===== config.mk =====
export PLATFORM = sky130hd
export DESIGN_NAME = gpio_mmio_ctrl
export DESIGN_NICKNAME = d
export VERILOG_FILES = /design/src/rtl/gpio_mmio_pkg.sv /design/src/rtl/gpio_sync2.sv /design/src/rtl/gpio_out_regs.sv /design/src/rtl/gpio_read_path.sv /design/src/rtl/gpio_mmio_ctrl.sv
export SDC_FILE = /design/constraint.sdc
export NUM_CORES = 1
export LEC_CHECK = 0
export ABC_AREA = 1
export BUFFER_PORTS_ARGS = -buffer_cell sky130_fd_sc_hd__clkbuf_2
export CAP_MARGIN = 10
export CORE_ASPECT_RATIO = 0.7
export CORE_UTILIZATION = 52
export CTS_CLUSTER_SIZE = 12
export DETAILED_ROUTE_END_ITERATION = 12
export GPL_ROUTABILITY_DRIVEN = 0
export HOLD_SLACK_MARGIN = 0.05
export PLACE_DENSITY = 0.79
export SLEW_MARGIN = 20
export SYNTH_ARGS = -nofsm -noshare
export SYNTH_HDL_FRONTEND = slang
export SYNTH_SLANG_ARGS = --single-unit

===== constraint.sdc =====
create_clock -name clk -period 0.8 [get_ports clk]
set_input_delay 0.08 -clock clk [delete_from_list [all_inputs] [get_ports clk]]
set_output_delay 0.08 -clock clk [all_outputs]
set_load 0.05 [all_outputs]

===== src/rtl/gpio_mmio_pkg.sv =====
package gpio_mmio_pkg;

  typedef enum logic [1:0] {
    WR_DATA_ONLY = 2'd0,
    WR_SET_CLEAR = 2'd1,
    WR_SET_DATA  = 2'd2
  } wr_scheme_e;

  typedef enum logic [1:0] {
    DIR_NONE   = 2'd0,
    DIR_OUT_EN = 2'd1,
    DIR_IN_EN  = 2'd2
  } dir_scheme_e;

  localparam logic [4:0] OFS_DATA = 5'h00;
  localparam logic [4:0] OFS_CLR  = 5'h04;
  localparam logic [4:0] OFS_DIR  = 5'h08;
  localparam logic [4:0] OFS_SET  = 5'h10;

endpackage


===== src/rtl/gpio_sync2.sv =====
module gpio_sync2 #(
  parameter int WIDTH = 8
) (
  input  logic             clk,
  input  logic             rst_n,
  input  logic [WIDTH-1:0] d,
  output logic [WIDTH-1:0] q
);
  logic [WIDTH-1:0] meta;

  always_ff @(posedge clk or negedge rst_n) begin
    if (!rst_n) begin
      meta <= '0;
      q    <= '0;
    end else begin
      meta <= d;
      q    <= meta;
    end
  end
endmodule


===== src/rtl/gpio_out_regs.sv =====
module gpio_out_regs #(
  parameter int NL           = 8,
  parameter bit INPUT_ONLY   = 1'b0,
  parameter bit DIR_RST_ONES = 1'b0
) (
  input  logic          clk,
  input  logic          rst_n,
  input  logic          load_en,
  input  logic          set_en,
  input  logic          clr_en,
  input  logic          dir_en,
  input  logic [NL-1:0] wline,
  output logic [NL-1:0] out_q,
  output logic [NL-1:0] dir_q
);
  localparam logic [NL-1:0] DIR_RST = {NL{DIR_RST_ONES}};

  generate
    if (INPUT_ONLY) begin : g_no_out
      assign out_q = '0;
    end else begin : g_out
      always_ff @(posedge clk or negedge rst_n) begin
        if (!rst_n)       out_q <= '0;
        else if (load_en) out_q <= wline;
        else if (set_en)  out_q <= out_q | wline;
        else if (clr_en)  out_q <= out_q & ~wline;
      end
    end
  endgenerate

  always_ff @(posedge clk or negedge rst_n) begin
    if (!rst_n)      dir_q <= DIR_RST;
    else if (dir_en) dir_q <= wline;
  end
endmodule


===== src/rtl/gpio_read_path.sv =====
module gpio_read_path #(
  parameter int REG_W    = 8,
  parameter int NL       = 8,
  parameter bit REVERSED = 1'b0
) (
  input  logic             clk,
  input  logic             rst_n,
  input  logic             rd_en,
  input  logic             sel_data,
  input  logic             sel_set,
  input  logic             sel_dir,
  input  logic [NL-1:0]    pins_s,
  input  logic [NL-1:0]    out_q,
  input  logic [NL-1:0]    dir_q,
  output logic             rvalid,
  output logic [REG_W-1:0] rdata
);
  function automatic logic [REG_W-1:0] pack(input logic [NL-1:0] v);
    logic [REG_W-1:0] w;
    w = '0;
    for (int b = 0; b < REG_W; b++) begin
      int idx;
      idx = REVERSED ? (REG_W - 1 - b) : b;
      if (idx < NL) w[b] = v[idx];
    end
    return w;
  endfunction

  logic [REG_W-1:0] rd_word;

  always_comb begin
    rd_word = '0;
    if (sel_data)     rd_word = pack(pins_s);
    else if (sel_set) rd_word = pack(out_q);
    else if (sel_dir) rd_word = pack(dir_q);
  end

  always_ff @(posedge clk or negedge rst_n) begin
    if (!rst_n) begin
      rvalid <= 1'b0;
      rdata  <= '0;
    end else begin
      rvalid <= rd_en;
      rdata  <= rd_en ? rd_word : '0;
    end
  end
endmodule


===== src/rtl/gpio_mmio_ctrl.sv =====
module gpio_mmio_ctrl
  import gpio_mmio_pkg::*;
#(
  parameter int          REG_W        = 32,
  parameter int          NLINES       = REG_W,
  parameter int          ADDR_W       = 5,
  parameter bit          REVERSED     = 1'b0,
  parameter wr_scheme_e  WR_SCHEME    = WR_SET_CLEAR,
  parameter dir_scheme_e DIR_SCHEME   = DIR_OUT_EN,
  parameter bit          SET_READABLE = 1'b1,
  parameter bit          DIR_READABLE = 1'b1,
  parameter bit          INPUT_ONLY   = 1'b0
) (
  input  logic              clk,
  input  logic              rst_n,
  input  logic              bus_req,
  input  logic              bus_we,
  input  logic [ADDR_W-1:0] bus_addr,
  input  logic [REG_W-1:0]  bus_wdata,
  output logic              bus_rvalid,
  output logic [REG_W-1:0]  bus_rdata,
  input  logic [NLINES-1:0] gpio_i,
  output logic [NLINES-1:0] gpio_o,
  output logic [NLINES-1:0] gpio_oe
);
  localparam bit HAS_SET = (WR_SCHEME != WR_DATA_ONLY);
  localparam bit HAS_CLR = (WR_SCHEME == WR_SET_CLEAR);
  localparam bit HAS_DIR = (DIR_SCHEME != DIR_NONE);
  localparam bit DIR_INV = (DIR_SCHEME == DIR_IN_EN);

  logic wr_acc, rd_acc;
  logic at_data, at_clr, at_dir, at_set;
  logic load_en, set_en, clr_en, dir_en;
  logic sel_data, sel_set, sel_dir;
  logic [NLINES-1:0] wline, pins_s, out_q, dir_q;

  assign wr_acc  = bus_req & bus_we;
  assign rd_acc  = bus_req & ~bus_we;
  assign at_data = (bus_addr == ADDR_W'(OFS_DATA));
  assign at_clr  = (bus_addr == ADDR_W'(OFS_CLR));
  assign at_dir  = (bus_addr == ADDR_W'(OFS_DIR));
  assign at_set  = (bus_addr == ADDR_W'(OFS_SET));

  // Register word to line order.
  always_comb begin
    wline = '0;
    for (int b = 0; b < REG_W; b++) begin
      int idx;
      idx = REVERSED ? (REG_W - 1 - b) : b;
      if (idx < NLINES) wline[idx] = bus_wdata[b];
    end
  end

  assign load_en = wr_acc & (((WR_SCHEME == WR_DATA_ONLY) & at_data) |
                             ((WR_SCHEME == WR_SET_DATA) & at_set));
  assign set_en  = wr_acc & HAS_CLR & at_set;
  assign clr_en  = wr_acc & HAS_CLR & at_clr;
  assign dir_en  = wr_acc & HAS_DIR & at_dir;

  assign sel_data = at_data;
  assign sel_set  = at_set & HAS_SET & SET_READABLE;
  assign sel_dir  = at_dir & HAS_DIR & DIR_READABLE;

  gpio_sync2 #(.WIDTH(NLINES)) u_sync (
    .clk(clk), .rst_n(rst_n), .d(gpio_i), .q(pins_s)
  );

  gpio_out_regs #(
    .NL(NLINES), .INPUT_ONLY(INPUT_ONLY), .DIR_RST_ONES(DIR_INV)
  ) u_regs (
    .clk(clk), .rst_n(rst_n), .load_en(load_en), .set_en(set_en),
    .clr_en(clr_en), .dir_en(dir_en), .wline(wline),
    .out_q(out_q), .dir_q(dir_q)
  );

  gpio_read_path #(
    .REG_W(REG_W), .NL(NLINES), .REVERSED(REVERSED)
  ) u_rd (
    .clk(clk), .rst_n(rst_n), .rd_en(rd_acc), .sel_data(sel_data),
    .sel_set(sel_set), .sel_dir(sel_dir), .pins_s(pins_s),
    .out_q(out_q), .dir_q(dir_q), .rvalid(bus_rvalid), .rdata(bus_rdata)
  );

  generate
    if (INPUT_ONLY) begin : g_pins_off
      assign gpio_o  = '0;
      assign gpio_oe = '0;
    end else if (!HAS_DIR) begin : g_pins_bidir
      assign gpio_o  = out_q;
      assign gpio_oe = '1;
    end else if (DIR_INV) begin : g_pins_inen
      assign gpio_o  = out_q;
      assign gpio_oe = ~dir_q;
    end else begin : g_pins_outen
      assign gpio_o  = out_q;
      assign gpio_oe = dir_q;
    end
  endgenerate
endmodule


==> results of run 1 <==
-- metrics by stage --
| stage | cells | instance area [sq um] | setup TNS, ps | setup slack [ps] |
|---|---|---|---|---|
| 4_1_cts | 1199 | 11090 | -34450 | -396.7 |
| 3_5_place_dp | 1029 | 7749 | -30300 | -389.4 |
| 3_3_place_gp | 1029 | 7749 | -27490 | -448.8 |
| 2_1_floorplan | 700 | 6526 | -6631 | -118.6 |
-- kinds of logic after synthesis --
family | count (synthesis) | share of synthesized area
AND/OR/NAND/NOR | 396 | 0.2666
buffers and inverters | 111 | 0.07404
AO/OA/AOI/OAI | 32 | 0.02521
flip-flops | 161 | 0.6341
-- cell usage after synthesis --
cell,n,area [sq um]
nand4_2,1,12.51
nand4_1,32,200.2
nand2_1,259,972.2
inv_2,3,11.26
clkbuf_1,9,33.78
nor2_4,3,33.78
dfrtp_1,161,4029
inv_1,67,251.5
nor3_4,1,16.27
nor2_2,1,6.260
o21ai_0,20,100.1
o21ai_1,12,60.06
nand3_1,65,325.3
buf_1,3,11.26
buf_2,22,110.1
nor2_1,34,127.6
buf_4,7,52.55
-- timing repair --
| item | CTS |
|---|---|
| hold buffers | 66 |
| resized for setup | 324 |
| pin swaps | 37 |
| buffers inserted | 72 |
| hold endpoints to repair | 258 |
| setup endpoints to repair | 129 |
==> impl_results.md, run 1 <==
* Yosys warns at 0
* GRT worst endpoint: gpio_o[4]
* Syn_area_per_cell at 9.077 sq um
* Status: did not finish
* Clk root buf: clkbuf_16
* PortBufs at 169
* Tool error: [ERROR DPL-0038] Utilization greater than 100%, impossible to legalize
* Die H at 94.48 um
* CTS H-tree depth at 4
* Row count at 33
* Synth Net Count at 773
* Synth Register Bits at 161
* CTS max path bufs at 2
* Synth cell types at 17
* Number of buffers created by CTS at 17
* Post-synthesis sequential area ratio at 0.6341
* Largest net degree at the start of global routing at 42
* Die X-Extent at 134.1 um
* Cell Area, Synth at 6354 sq um
* Initial Utilization at 0.5380
* Last stage: 5_1_grt
* Gate count of the mapped netlist at 700
* DP HPWL at 12.02 mm
* Io pins at 170
* Sink Count at 161
* Kind of the worst endpoint: output port
==> inputs of run 2 (changes only) <==
--- a/config.mk
+++ b/config.mk
@@ -8,13 +8,10 @@
 export ABC_AREA = 1
 export BUFFER_PORTS_ARGS = -buffer_cell sky130_fd_sc_hd__clkbuf_2
 export CAP_MARGIN = 10
-export CORE_ASPECT_RATIO = 0.7
-export CORE_UTILIZATION = 52
-export CTS_CLUSTER_SIZE = 12
+export CORE_UTILIZATION = 40
 export DETAILED_ROUTE_END_ITERATION = 12
 export GPL_ROUTABILITY_DRIVEN = 0
-export HOLD_SLACK_MARGIN = 0.05
-export PLACE_DENSITY = 0.79
+export PLACE_DENSITY_LB_ADDON = 0.15
 export SLEW_MARGIN = 20
 export SYNTH_ARGS = -nofsm -noshare
 export SYNTH_HDL_FRONTEND = slang
==> run 2 against run 1 <==
The flow now finishes, with violations (setup timing). Synthesized cell count is the same. Area after synthesis unchanged.
==> impl_results.md, run 2 <==
* Cell family with most CP delay: flip-flops
* Most frequent cells in the layout: nand2_1 (161), dfrtp_1 (97), nand2_2 (86), buf_6 (84), clkbuf_2 (70)
* Synth cell types at 17
* CTS H-tree depth at 4
* Final net count at 1112
* TritonRoute pass-1 iters at 5
* Synth Net Count at 773
* Post-synthesis sequential area ratio at 0.6341
* Min Tclk post-route at 1217 ps
* Die X-Extent at 128.0 um
* Vias in the first global route at 6495
* ANT cells at 0
* Largest net degree at the start of global routing at 41
* Clk root buf: clkbuf_16
* Top-count cell post-synth: nand2_1
* Layout cells sized above 1 at 0.5399
* F_max at 0.8217 GHz
* Syn_area_per_cell at 9.077 sq um
* Row count at 45
* Clk_lat worst skew at 420 ps
* Fin. Hold Viols at 0
* CTS tree: done
* Post-layout util at 0.7762
* Die ar. at 16390 sq um
* Failing checks: setup timing
* Post-synth EDFFs at 0
* PortBufs at 169
* Post-synth top area cell: dfrtp_1
* Power density over the cells at 2062 nW/um^2
* DR iter-0 viols at 344
* Total grt overflow at 0
* Number of buffers created by CTS at 17
* Final setup violating endpoints at 193
* DRC viols at 0
* Global-route wire length before repair at 33.80 mm
* Status: finished, violations left
* Routed wire length at 24.27 mm
* Remaining antenna violation count at 0
* Initial antenna violation count at 0
* RSZ-0062 raised after global routing: true
* Peak fanout along the critical path at 2
* Worst EP required at 720 ps
* Die H at 128.0 um
* Critical path's slowest cell: dfrtp_2
* Total track usage at 0.2745
* WP data arrival at 1140 ps
* Sink Count at 161
* Fin cells at 1263
* Design Area, Final at 11930 sq um
* CTS max path bufs at 2
* Post-DP Area at 7794 sq um
* Gate count of the mapped netlist at 700
* Cell Area, Synth at 6354 sq um
* Crit. End Element: output port
* Pre-CTS WS at -448.4 ps
* CTS clk-pin slew, worst paths at 60 ps
* Max Slew Vio Count at 0
* Yosys warns at 0
* Critical path, cell by cell: buf_6 > clkbuf_16
* Max-slew headroom at 0.7535
* DR vias/cell at 5.158
* Worst Hold Class: in -> async
* Maximum VDD drop at 0.001790 V
* Initial Utilization at 0.4133
* Final period util at 1.521
* Max-cap violation count at 0
* Setup CP Type: reg -> out
* Io pins at 170
* Leading cell type in the layout, fill and taps excluded: nand2_1
* Leak at 0.005688 uW
* Ys flop type: dfrtp_1
* Slew @ Worst Pin at 369.8 ps
* DP HPWL at 12.24 mm
* Worst Slack Setup Final at -417.0 ps
* Top cells by area, synth: dfrtp_1 (63%), nand2_1 (15%), nand3_1 (5.1%), inv_1 (4.0%), nand4_1 (3.2%)
* Wire length per cell at 19.21 um
* Vias at 6514
* Cells after DPL at 1080
* Post-synth top area share at 0.6341
* Worst path bufs/invs at 2
* Startpoint types: flip-flop
* Area grow syn2layout at 87.79%
* Clock skew at 9.862 ps
* Core area at 15370 sq um
* Commonest cells post-synth: nand2_1 (259), dfrtp_1 (161), inv_1 (67)
* CP peak stage delay at 420 ps
* Synth Register Bits at 161
* Post-synth ARST share at 1.000
## run 2: cell counts after synthesis
No cell type changed its count.
## run 2: path summary, 6_finish.rpt
path	cells after the start	slack, ps	start	end
max	2	-420	flip-flop	gpio_o[6]
max in group asynchronous	3	200	rst_n	async pin
min	2	80	rst_n	async pin
max reg2reg	8	-340	flip-flop	u_rd.rdata[20]
min reg2reg	0	350	u_sync.meta[7]	u_sync.q[7]
min in group clk	4	100	bus_req	u_rd.rvalid
## run 2: final cells by class
cell class / count / area (sq um)
tap: 211 / 264.0
inverter: 70 / 282.8
clock buffer: 20 / 456.7
timing repair buffer: 361 / 4392
sequential: 161 / 4109
fill: 921 / 3440
clock inverter: 12 / 133.9
multi-input combinational: 428 / 2293
## run 2: what timing repair did
action	4_1_cts	5_1_grt
hold endpoints to repair	257	0
gates cloned	0	7
hold buffers	65	0
resized for setup	323	244
setup endpoints to repair	129	176
pin swaps	22	83
setup buffers	61	33
## run 2: per-layer routing
metal	wire, um	GRT usage	vias up
li1	-	-	2869
met1	9070	0.3109	3244
met2	12670	0.4840	305
met3	1431	0.06720	96
met4	1090	0.1343	0
met5	0	0	-
## run 2: logic make-up after synthesis
group,Yosys count,synth area share
flops,161,0.6341
buf+inv,111,0.07404
simple gates,396,0.2666
compound gates,32,0.02521
## run 2: metrics by stage
stage	hold WS, ps	total power [uW]	TNS [ps]
floorplan	-215.6	11650	-6631
global placement	-48.19	13020	-30560
detailed placement	-49.00	13060	-33500
CTS	83.07	23700	-35090
global route	76.65	25430	-45220
finish	77.45	24600	-38740
## run 2: power breakdown
part           leakage, uW  total, uW  internal, uW  switching, uW
logic              0.00344       7030          3490           3530
registers          0.00196       9430          8830            602
clock network     0.000280       8140          4770           3370
total              0.00569      24600         17100           7500
No activity file was read; power rests on OpenSTA's default activity.
